--- config.mk ---
export PLATFORM = sky130hd
export DESIGN_NAME = rst_cause_reg
export DESIGN_NICKNAME = d
export VERILOG_FILES = /design/src/rtl/rcf_pkg.sv /design/src/rtl/rcf_flag_cell.sv /design/src/rtl/rcf_acc_fsm.sv /design/src/rtl/rst_cause_reg.sv
export SDC_FILE = /design/constraint.sdc
export NUM_CORES = 1
export LEC_CHECK = 0
export ABC_AREA = 1
export ABC_CLOCK_PERIOD_IN_PS = 1900
export BUFFER_PORTS_ARGS = -buffer_cell sky130_fd_sc_hd__buf_4
export CORE_AREA = 2 2 39 41
export CTS_CLUSTER_DIAMETER = 80
export CTS_CLUSTER_SIZE = 10
export DETAILED_ROUTE_END_ITERATION = 16
export DIE_AREA = 0 0 41 43
export PLACE_DENSITY = 0.71
export SYNTH_ARGS = -nofsm -noshare
export SYNTH_HDL_FRONTEND = slang
export SYNTH_HIERARCHICAL = 1
export SYNTH_SLANG_ARGS = --single-unit
--- constraint.sdc ---
create_clock -name clk -period 1.9 [get_ports clk]
set_input_delay 0.475 -clock clk [delete_from_list [all_inputs] [get_ports clk]]
set_output_delay 0.475 -clock clk [all_outputs]
set_load 0.05 [all_outputs]
--- src/rtl/rcf_pkg.sv ---
package rcf_pkg;
    localparam int RCF_DATA_W    = 8;
    localparam int RCF_NUM_CAUSE = 5;
    localparam int RCF_PWR_IDX   = 2;

    typedef enum logic [1:0] {
        ACC_IDLE  = 2'd0,
        ACC_READ  = 2'd1,
        ACC_WRITE = 2'd2
    } acc_state_t;
endpackage

--- src/rtl/rcf_flag_cell.sv ---
module rcf_flag_cell #(
    parameter bit RST_VAL = 1'b0
) (
    input  logic clk,
    input  logic arst_n,
    input  logic set_i,
    input  logic clr_i,
    input  logic load_i,
    output logic q_o
);
    always_ff @(posedge clk or negedge arst_n) begin
        if (!arst_n) begin
            q_o <= RST_VAL;
        end else if (set_i) begin
            q_o <= 1'b1;
        end else if (clr_i || load_i) begin
            q_o <= 1'b0;
        end
    end
endmodule

--- src/rtl/rcf_acc_fsm.sv ---
module rcf_acc_fsm
    import rcf_pkg::*;
#(
    parameter int NUM_CAUSE = RCF_NUM_CAUSE,
    parameter int DATA_W    = RCF_DATA_W
) (
    input  logic                 clk,
    input  logic                 arst_n,
    input  logic                 sel,
    input  logic                 rd,
    input  logic                 wr,
    input  logic [NUM_CAUSE-1:0] flags_i,
    output logic                 clr_o,
    output logic [DATA_W-1:0]    rdata_o
);
    acc_state_t state_q, state_d;
    logic [NUM_CAUSE-1:0] snap_q;
    logic acc_rd, acc_wr;

    assign acc_rd = sel && rd;
    assign acc_wr = sel && wr && !rd;
    assign clr_o  = acc_rd || acc_wr;

    always_comb begin
        state_d = ACC_IDLE;
        unique case (state_q)
            ACC_IDLE, ACC_READ, ACC_WRITE: begin
                if (acc_rd)      state_d = ACC_READ;
                else if (acc_wr) state_d = ACC_WRITE;
                else             state_d = ACC_IDLE;
            end
            default: state_d = ACC_IDLE;
        endcase
    end

    always_ff @(posedge clk or negedge arst_n) begin
        if (!arst_n) state_q <= ACC_IDLE;
        else         state_q <= state_d;
    end

    always_ff @(posedge clk or negedge arst_n) begin
        if (!arst_n)     snap_q <= '0;
        else if (acc_rd) snap_q <= flags_i;
    end

    always_comb begin
        rdata_o = '0;
        unique case (state_q)
            ACC_READ:           rdata_o = DATA_W'(snap_q);
            ACC_IDLE, ACC_WRITE: rdata_o = '0;
            default:            rdata_o = '0;
        endcase
    end
endmodule

--- src/rtl/rst_cause_reg.sv ---
module rst_cause_reg
    import rcf_pkg::*;
#(
    parameter int NUM_CAUSE = RCF_NUM_CAUSE,
    parameter int DATA_W    = RCF_DATA_W,
    parameter int PWR_IDX   = RCF_PWR_IDX
) (
    input  logic              clk,
    input  logic              arst_n,
    input  logic              evt_ext,
    input  logic              evt_wdt,
    input  logic              evt_pwr,
    input  logic              evt_hw,
    input  logic              evt_sw,
    input  logic              sel,
    input  logic              rd,
    input  logic              wr,
    input  logic [DATA_W-1:0] wdata,
    output logic [DATA_W-1:0] rdata
);
    logic [NUM_CAUSE-1:0] evt_vec;
    logic [NUM_CAUSE-1:0] flag_q;
    logic                 clr;
    logic                 unused_wdata;

    assign evt_vec      = NUM_CAUSE'({evt_ext, evt_wdt, evt_pwr, evt_hw, evt_sw});
    assign unused_wdata = ^wdata;

    for (genvar i = 0; i < NUM_CAUSE; i++) begin : g_flag
        rcf_flag_cell #(
            .RST_VAL(i == PWR_IDX)
        ) u_cell (
            .clk   (clk),
            .arst_n(arst_n),
            .set_i (evt_vec[i]),
            .clr_i (clr),
            .load_i(evt_pwr),
            .q_o   (flag_q[i])
        );
    end

    rcf_acc_fsm #(
        .NUM_CAUSE(NUM_CAUSE),
        .DATA_W   (DATA_W)
    ) u_fsm (
        .clk    (clk),
        .arst_n (arst_n),
        .sel    (sel),
        .rd     (rd),
        .wr     (wr),
        .flags_i(flag_q),
        .clr_o  (clr),
        .rdata_o(rdata)
    );
endmodule

After elaboration in Yosys (flattened, before gate mapping)
Index checks and enable logic that the tools add are counted.

$add $sub $neg: 0. $mul: 0. Div/mod/pow operators: 0. Magnitude comparators: 0. Equality and inequality tests: 2. Shifts and indexed selects: 0. Muxes and demuxes: 10. Bitwise gates (word level): 0. Reduce and logical (&&, ||, !) cells: 13.

Operators with widths (count): nonzero test 2 bit (5); two-way mux 1 bit (6); two-way mux 2 bit (3); two-way mux 5 bit (1); logical AND 1 bit (3); OR reduction 3 bit (1); equality test 2 x 1 -> 1 bit (second input constant) (1); equality test 2 bit (second input constant) (1); logical NOT 2 bit (1); logical OR 1 bit (2); logical NOT 1 bit (1).

Register bits after elaboration: 12. Bits in latches: 0. Bits in writable memories: 0. Bits in read-only memories: 0. Bits of input ports: 18. Output and inout bits: 8. Word-level logic and storage cells: 32. Memories: 0.

Logic depth before layout (Yosys ltp)
Gate-level depths: netlist (run 1).

Depth in word-level cells: 6. Depth in mapped cells: 5. Depth with buffers taken out: 5.

Modules after synthesis
The synthesis (run 1) kept the hierarchy.

Modules (own cells, without submodules): rcf_acc_fsm (instances 1, cells an instance 46, area each 351.6 µm², sequential area each 175.2 µm²); rcf_flag_cell (g_flag[0].u_cell ...) (instances 4, cells an instance 5, area each 40.0 µm², sequential area each 25.0 µm²); rcf_flag_cell (g_flag[2].u_cell) (instances 1, cells an instance 5, area each 41.3 µm², sequential area each 26.3 µm²).

Worst setup path before layout (run 1)
OpenSTA, ideal clock, no wires.

Kind: flip-flop to output port. Start point: register u_fsm.state_q[1]. End point: output rdata[0]. Arrival time: 1181 ps. Required time: 1425 ps. Slack: 244 ps. Stages on the path, launching flop included: 4. Path through: dfrtp_1 inv_1 nand2_1 nor2_1.

Longest elaborated chain between the ends: 2.

Ends and longest elaborated chain: start: declaration (RTL line rcf_acc_fsm.sv:16) `acc_state_t state_q, state_d;`; start signal: assignment (RTL line rcf_acc_fsm.sv:38) `else state_q <= state_d;`; equality test 2 x 1 -> 1 bit (RTL line rcf_acc_fsm.sv:48) `unique case (state_q)`; two-way mux 5 bit (RTL line rcf_acc_fsm.sv:48); end: declaration (RTL line rst_cause_reg.sv:19) `output logic [DATA_W-1:0] rdata`.

No other way between the ends.

Worst setup path after layout (run 1)
Same ends and word-level chain as after synthesis.

==> results of run 1 <==
==> cells in the mapped netlist <==
cell and number:
inv_1 12, nand2_4 1, nand2_1 25, nor2_1 11, conb_1 1, a21oi_2 1
buf_4 3, nand3_1 5, dfstp_2 1, dfrtp_1 11
==> layout make-up <==
class / instances / area (um^2) / share of cell area
Inverter: 12 / 45.0 / 0.0653
Tap cell: 16 / 20.0 / 0.0290
Timing Repair Buffer: 14 / 105 / 0.152
Multi-Input combinational cell: 46 / 191 / 0.278
Clock buffer: 4 / 26.3 / 0.0381
Sequential cell: 12 / 302 / 0.437
==> where the power goes <==
part | internal, mW | switching (mW) | total [mW]
Sequential | 0.281 | 0.0128 | 0.293
Combinational | 0.0370 | 0.0733 | 0.110
Clock | 0.0813 | 0.0804 | 0.162
==> worst max-delay path, stage by stage, from the launching register on <==
cell	delay, ns
dfrtp_1	0.40
inv_1	0.06
nand2_1	0.11
nor2_1	0.11
buf_4	0.20
==> worst paths after layout <==
path | cells past startpoint | slack [ns] | end
min reg2reg | 1 | 0.47 | u_fsm/state_q[0]$_DFF_PN0_
min in group clk | 3 | 0.38 | g_flag[1].u_cell/q_o$_DFFE_PN0P_
min | 1 | 0.03 | u_fsm/snap_q[4]$_DFFE_PN0P_
max | 4 | 0.27 | rdata[0]
max reg2reg | 2 | 1.18 | u_fsm/snap_q[2]$_DFFE_PN0P_
max in group asynchronous | 1 | 1.64 | g_flag[2].u_cell/q_o$_DFFE_PN1P_
==> state kept, by name (all words and copies together), names as in the netlist <==
name and cells:
u_fsm/state_q 2, u_fsm/snap_q 5, g_flag.u_cell/q_o 5
==> metal layers <==
metal	vias to the layer above	wire length (um)
met5	-	0
met4	0	11
met3	2	56
met2	15	433
met1	181	406
li1	236	-
==> cells by family (layout without fill, tap and decap cells) <==
logic type             after synthesis  count (layout)  share of synthesized area
buffers and inverters               15              30                      0.122
AND/OR/NAND/NOR                     42              42                      0.310
flip-flops                          12              12                      0.545
other                                1               3                    0.00678
AO/OA/AOI/OAI                        1               1                     0.0158
==> metrics by stage <==
step	area [um^2]	power, mW	hold WS (ns)	instances
after floorplan	561	0.373	0.179	73
after global placement	663	0.407	0.320	100
after detailed placement	663	0.410	0.322	100
after CTS	689	0.575	0.0248	104
after global routing	689	0.604	0.0197	104
final	689	0.565	0.0303	104
==> run metrics, run 1 <==
skew final=between 0.001 and 0.0015 ns; RSZ-0062 raised after global routing=no; PortBufs=14; critical path type=flop to output port; vias in the first global route=roughly 390; first-pass GRT wire length=1560 um; clock latency on the worst-skew pair=0.27 ns; Vias/cell=4.17; Final GP Congestion=0.739; CTS sink count=12; Synth area leader=dfrtp_1; Initial Utilization=0.400; PostCTS Resize Cnt=0; ANT cells=0; reg-to-reg startpoint=g_flag[2].u_cell/q_o$_DFFE_PN1P_; CTS tree=done; crit path launch=u_fsm/state_q[1]$_DFF_PN0_; nets@finish=107; layout overhead on the synthesized area=24.7%; FILL cells=151; Max clock buf depth=2; synth warn=6; clk slew on worst S/H paths=0.07 ns; Cell Rows=14; total wire length=908 um; most frequent cells in the layout=nand2_1, buf_4, inv_1; synthesized area per cell=7.79 um^2; Setup crit end kind=output port; Post-CTS Setup Inserts=0; Overflow after GRT=0; drt pass-1 iters=4; crit path DAT=1.15 ns; Tcrit/Tclk final=0.856; total negative slack=0 ns; drt initial violations=6; Post-Synthesis Cells=71; post-synthesis sequential area ratio=0.545; GRT busiest layer=met2; routed vias=434; Max Transition Viols Final=0; routing usage on met1=0.178; CORE AREA=approximately 1400 um^2; CP Max Fanout=5; Routed Antenna Nets=0; cts hold-fix bufs=0; die width=41 um; outcome=completed; Min-Delay Path Class=input pin to async pin; post-synth cell types=10; IO Pins=26; area of the die=roughly 1800 um^2; Setup WS post-layout=0.273 ns; root buffer cell=clkbuf_4; maxcap violations=0; post-synthesis register bit count=12; largest net degree at the start of global routing=13; final core occ=0.498; M2 GR Usage=0.184; layout cells sized above 1=0.227; Final Setup Violations=0; PD cells=slightly above 800 nW/um^2; Final Hold Vio Count=0; routing usage on met3=0.0471; initial antenna violation count=0; f_max=0.615 GHz; P_leak=0.402 nW; Post-Place Setup Slack=~0.54 ns; synthesized cell area=approximately 550 um^2; Wirelength per Cell=8.73 um; peak supply drop=between 0.4 and 0.5 mV; GRT Overall Usage=0.141; die height=43 um; critical path required time=1.42 ns; # H-tree levels=1; commonest non-fill, non-tap cell in the layout=nand2_1; Synth top area share=0.498; TritonCTS Buffers=3; Area contributors post-synth=dfrtp_1, nand2_1, inv_1; DRC=0; post-layout minimum cycle time=1.63 ns; Critical Path Start Type=flop
Power figures use the tool's default switching activity.
==> run 2: changes to the inputs <==
--- a/config.mk
+++ b/config.mk
@@ -13,8 +13,7 @@
 export CTS_CLUSTER_SIZE = 10
 export DETAILED_ROUTE_END_ITERATION = 16
 export DIE_AREA = 0 0 41 43
-export PLACE_DENSITY = 0.71
+export PLACE_DENSITY = 0.7
 export SYNTH_ARGS = -nofsm -noshare
 export SYNTH_HDL_FRONTEND = slang
-export SYNTH_HIERARCHICAL = 1
 export SYNTH_SLANG_ARGS = --single-unit
==> run 2 against run 1 <==
Worst hold slack improved by 0.0067 ns; sequential power decreased by 1%; routed wire length decreased by 3.7%; cell count decreased by 12%.
==> run metrics, run 2 <==
crit path launch=u_fsm.state_q[1]$_DFF_PN0_; clock latency on the worst-skew pair=0.26 ns; Setup crit end kind=output port; layout cells sized above 1=0.316; outcome=completed; routed wl met3=59 um; die height=43 um; clk slew on worst S/H paths=0.07 ns; Vias/cell=4.20; total power=0.567 mW; initial antenna violation count=0; post-DP HPWL=646 um; cts hold-fix bufs=0; Post-Synth Simple-Gate Area=0.214; hold_ws=0.0370 ns; Max stage delay cell, worst path=dfrtp_1; crit path DAT=about 1.1 ns; Overflow after GRT=0; Area contributors post-synth=dfrtp_1, inv_1, a21oi_2; skew final=~0.0019 ns; Synth async-reset ratio=1.00; Synth Area in Compound Gates=0.0797; largest net degree at the start of global routing=17; Commonest cells post-synth=inv_1, dfrtp_1, nor2_1, nand2_1, a21oi_2; CP Max Fanout=5; Post-Synth Adder-Cell Area=0; ANT cells=0; CP cell instances=inv_1, nand2_1, nor2_1, buf_4; CTS tree=done; f_max=0.632 GHz; WL met2=372 um; peak supply drop=approximately 0.45 mV; total negative slack=0 ns; PostCTS Resize Cnt=0; vias in the first global route=316; synthesized cell area=roughly 550 um^2; PD cells=roughly 850 nW/um^2; TritonCTS Buffers=3; maxcap violations=0; Post-Place Setup Slack=around 0.58 ns; total wire length=874 um; EDFF count, synth=0; routed vias=386; DRC=0; Cell Rows=14; GRT Overall Usage=0.121; drt pass-1 iters=4; IO Pins=26; root buffer cell=clkbuf_4; Min-Delay Path Class=input pin to async pin; Top Registers=g_flag.u_cell.q_o (5), u_fsm.snap_q (5), u_fsm.state_q (2); Critical Path Start Type=flop; final core occ=0.485; synthesized area per cell=9.15 um^2; Max clock buf depth=2; DRT met1 WL=424 um; most frequent cells in the layout=buf_4, inv_1, nor2_1, dfrtp_1, nand2_1; synth warn=0; Main synth FF type=dfrtp_1; largest family of logic cells by synthesized area=simple AND/OR/NAND/NOR gates; post-synth cell types=13; switching share of power=0.294; Post-Synthesis Cells=60; Post-CTS Setup Inserts=0; post-synthesis register bit count=12; CTS sink count=12; clock power share=0.277; PortBufs=14; Comb power frac=0.212; Routed Antenna Nets=0; Initial Utilization=0.397; die width=41 um; Tcrit/Tclk final=0.833; Final Hold Vio Count=0; Int Power=0.400 mW; delay-heaviest family, CP=flip-flops; layout overhead on the synthesized area=22.1%; commonest non-fill, non-tap cell in the layout=buf_4; reg-to-reg startpoint=g_flag[2].u_cell.q_o$_DFFE_PN1P_; nets@finish=95; Critical Path Max Stage Delay=0.38 ns; Wirelength per Cell=9.50 um; post-layout minimum cycle time=1.58 ns; mux contribution to synthesized area=0; drt initial violations=10; RSZ-0062 raised after global routing=no; Sw Pwr=0.167 mW; Setup WS post-layout=0.318 ns; Synth area leader=dfrtp_1; # H-tree levels=1; Reg power frac=0.510; CORE AREA=1380 um^2; max layer used=met4; Final GP Congestion=between 0.6 and 0.7; critical path type=flop to output port; P_leak=0.375 nW; post-synthesis sequential area ratio=0.549; xor-xnor portion of the synthesized cell area=0; Buf/Inv on CP=2; Final Setup Violations=0; FILL cells=~130; Synth top area share=0.501; Max Transition Viols Final=0; first-pass GRT wire length=around 1400 um; area of the die=1760 um^2; top-count cell post-synth=inv_1; critical path required time=1.42 ns
-- run 2: cell types whose count changed after synthesis --
cell     change
a21oi_2      +4
nand4_1      +4
nand2_1     -17
nor3_1       +1
nand3_1      -4
buf_8        +1
-- run 2: power groups by stage --
stage | registers, mW | logic, mW | clock network [mW]
after floorplan | 0.291 | 0.0918 | 0
after global placement | 0.293 | 0.120 | 0
after detailed placement | 0.294 | 0.122 | 0
after CTS | 0.290 | 0.122 | 0.160
after global routing | 0.291 | 0.133 | 0.174
final | 0.289 | 0.121 | 0.157
-- run 2: cells by family (layout without fill, tap and decap cells) --
group,after synthesis,count (layout)
AOI/OAI and AO/OA,5,5
and+or+nand+nor,26,26
other,1,3
buffers and inverters,16,30
DFF,12,12
-- run 2: worst paths after layout --
check	end	slack (ns)	cells past startpoint
worst max-delay path	rdata[2]	0.32	4
worst min-delay path	u_fsm.snap_q[0]$_DFFE_PN0P_	0.04	1
worst max register to register	u_fsm.snap_q[2]$_DFFE_PN0P_	1.16	2
worst min register to register	g_flag[2].u_cell.q_o$_DFFE_PN1P_	0.50	2
max in group asynchronous	g_flag[2].u_cell.q_o$_DFFE_PN1P_	1.63	1
min in group clk	g_flag[4].u_cell.q_o$_DFFE_PN0P_	0.39	3
-- run 2: final cells by class --
cell class                      count  area [um^2]  share of cell area
Clock buffer                        4         26.3              0.0392
Inverter                           12         45.0              0.0672
Multi-Input combinational cell     34          173               0.257
Sequential cell                    12          302               0.450
Tap cell                           16         20.0              0.0299
Timing Repair Buffer               14          105               0.157
-- run 2: through the flow --
step,instances,area (um^2)
2_1_floorplan,62,557
3_3_place_gp,88,644
3_5_place_dp,88,644
4_1_cts,92,671
5_1_grt,92,671
6_report,92,671
-- run 2: layer usage --
layer  GRT usage  vias to the layer above
met1       0.180                      158
li1            -                      209
met4      0.0800                        0
met5           0                        -
met3      0.0314                        2
met2       0.147                       17
==> run 3: changes to the inputs <==
--- a/config.mk
+++ b/config.mk
@@ -6,13 +6,12 @@
 export NUM_CORES = 1
 export LEC_CHECK = 0
 export ABC_AREA = 1
-export ABC_CLOCK_PERIOD_IN_PS = 1900
+export ABC_CLOCK_PERIOD_IN_PS = 1320
 export BUFFER_PORTS_ARGS = -buffer_cell sky130_fd_sc_hd__buf_4
-export CORE_AREA = 2 2 39 41
+export CORE_UTILIZATION = 39
 export CTS_CLUSTER_DIAMETER = 80
 export CTS_CLUSTER_SIZE = 10
 export DETAILED_ROUTE_END_ITERATION = 16
-export DIE_AREA = 0 0 41 43
 export PLACE_DENSITY = 0.7
 export SYNTH_ARGS = -nofsm -noshare
 export SYNTH_HDL_FRONTEND = slang
==> constraint.sdc (replaced) <==
create_clock -name clk -period 1.32 [get_ports clk]
set_input_delay 0.33 -clock clk [delete_from_list [all_inputs] [get_ports clk]]
set_output_delay 0.33 -clock clk [all_outputs]
set_load 0.05 [all_outputs]
==> run 3 against run 2 <==
The flow now finishes with violations (negative setup slack); clock power grew 48%; worst setup slack worse by 0.40 ns; critical path depth unchanged; worst hold slack better by 0.20 ns; routed wire length grew 4.9%; sequential power increased by 44%; first-iteration DRC count grew 10%; clock skew up 0.0050 ns; via count is 8.5% higher; clock-buffer cell count unchanged.
==> run metrics, run 3 (synthesis gave the netlist of run 2 again) <==
area of the die=approximately 1600 um^2; Vias/cell=about 4.6; layout overhead on the synthesized area=32.3%; clock latency on the worst-skew pair=about 0.27 ns; post-layout minimum cycle time=1.40 ns; critical path required time=0.99 ns; # H-tree levels=1; PD cells=1170 nW/um^2; Top Registers=g_flag.u_cell.q_o (5), u_fsm.snap_q (5), u_fsm.state_q (2); vias in the first global route=390; Setup WS post-layout=-0.0832 ns; routed vias=419; CORE AREA=about 1300 um^2; total wire length=approximately 920 um; clk slew on worst S/H paths=around 0.080 ns; FILL cells=about 140; die width=39.5 um; Critical Path Start Type=flop; nets@finish=between 90 and 100; DRC=0; CP Max Fanout=5; Final Setup Violations=5; routing usage on met1=0.172; f_max=~0.71 GHz; critical path type=flop to output port; die height=~40 um; Initial Utilization=0.422; ANT cells=0; Comb power frac=0.234; failing checks=negative setup slack; initial antenna violation count=0; Buf/Inv on CP=2; Reg power frac=0.492; layout cells sized above 1=0.403; Cell Rows=13; Tcrit/Tclk final=1.06; RSZ-0062 raised after global routing=yes; largest net degree at the start of global routing=17; first-pass GRT wire length=between 1500 and 2000 um; Max Transition Viols Final=0; Min-Delay Path Class=input pin to flop; Final Hold Vio Count=0; Sw Pwr=roughly 0.26 mW; delay-heaviest family, CP=flip-flops; Setup crit end kind=output port; root buffer cell=clkbuf_4; drt initial violations=11; CTS sink count=12; Wirelength per Cell=9.97 um; PortBufs=14; switching share of power=0.303; post-DP HPWL=690 um; routing usage on met3=0.0511; Max clock buf depth=2; TritonCTS Buffers=3; most frequent cells in the layout=inv_1, dfrtp_1, buf_4; skew final=0.00693 ns; total power=0.848 mW; IO Pins=26; Max stage delay cell, worst path=dfrtp_1; GRT busiest layer=met2; CTS tree=done; Final GP Congestion=0.753; Post-CTS Setup Inserts=0; CP cell instances=inv_2, nand2_4, nor2_4, buf_8; drt pass-1 iters=3; Int Power=approximately 0.6 mW; outcome=finished, violations left; hold_ws=0.239 ns; crit path DAT=1.07 ns; M2 GR Usage=0.275; GRT Overall Usage=0.159; Overflow after GRT=0; Routed Antenna Nets=0; Critical Path Max Stage Delay=about 0.39 ns; P_leak=0.385 nW; maxcap violations=0; clock power share=0.275; peak supply drop=0.598 mV
## run 3: cell type report
| class | count | area [um^2] | share of cell area |
|---|---|---|---|
| multi-input combinational | 34 | 198 | 0.272 |
| sequential | 12 | 302 | 0.415 |
| inverter | 12 | 45.0 | 0.0620 |
| tap | 15 | 18.8 | 0.0258 |
| clock buffer | 4 | 26.3 | 0.0361 |
| timing repair buffer | 15 | 138 | 0.189 |
## run 3: final timing paths
check	slack [ns]	cells past startpoint	from	end
min in group asynchronous	0.43	2	arst_n	g_flag[0].u_cell.q_o$_DFFE_PN0P_
max in group asynchronous	0.65	2	arst_n	g_flag[2].u_cell.q_o$_DFFE_PN1P_
min reg2reg	0.51	2	g_flag[2].u_cell.q_o$_DFFE_PN1P_	g_flag[2].u_cell.q_o$_DFFE_PN1P_
max reg2reg	0.57	3	u_fsm.state_q[0]$_DFF_PN0_	u_fsm.state_q[1]$_DFF_PN0_
min	0.24	3	evt_sw	g_flag[0].u_cell.q_o$_DFFE_PN0P_
max	-0.08	4	u_fsm.state_q[1]$_DFF_PN0_	rdata[2]
## run 3: per-layer routing
metal / routed length [um] / part of all wire
met5: 0 / 0
met4: 18 / 0.020
met3: 43 / 0.047
met2: 448 / 0.49
met1: 406 / 0.44
## run 3: stage by stage
step | cells | utilization | setup TNS, ns | instance area [um^2] | setup WS, ns
floorplan | 62 | - | -0.794 | 557 | -0.159
global placement | 87 | 0.494 | 0 | 643 | 0.152
CTS | 92 | 0.556 | -0.396 | 723 | -0.0820
finish | 92 | 0.559 | -0.386 | 727 | -0.0832
detailed placement | 87 | 0.494 | 0 | 643 | 0.150
global route | 92 | 0.559 | -0.635 | 727 | -0.135
## run 3: power groups by stage
stage / sequential, mW / clock (mW) / combinational, mW
finish: 0.417 / 0.233 / 0.198
global route: 0.420 / 0.249 / 0.219
CTS: 0.418 / 0.237 / 0.199
detailed placement: 0.424 / 0 / 0.176
global placement: 0.421 / 0 / 0.172
floorplan: 0.419 / 0 / 0.132
## run 3: timing repair
| action | in CTS | in global routing |
|---|---|---|
| hold buffers | 1 | 0 |
| endpoints found under the hold margin | 11 | 0 |
| resized for setup | 14 | 1 |
| pin swaps | 1 | 0 |
| setup endpoints to repair | 5 | 5 |
## run 3: worst min-delay path: cells and delay by family
kind	cells	cell delay, ns
buf+inv	2	0.10
simple gates	1	0.05
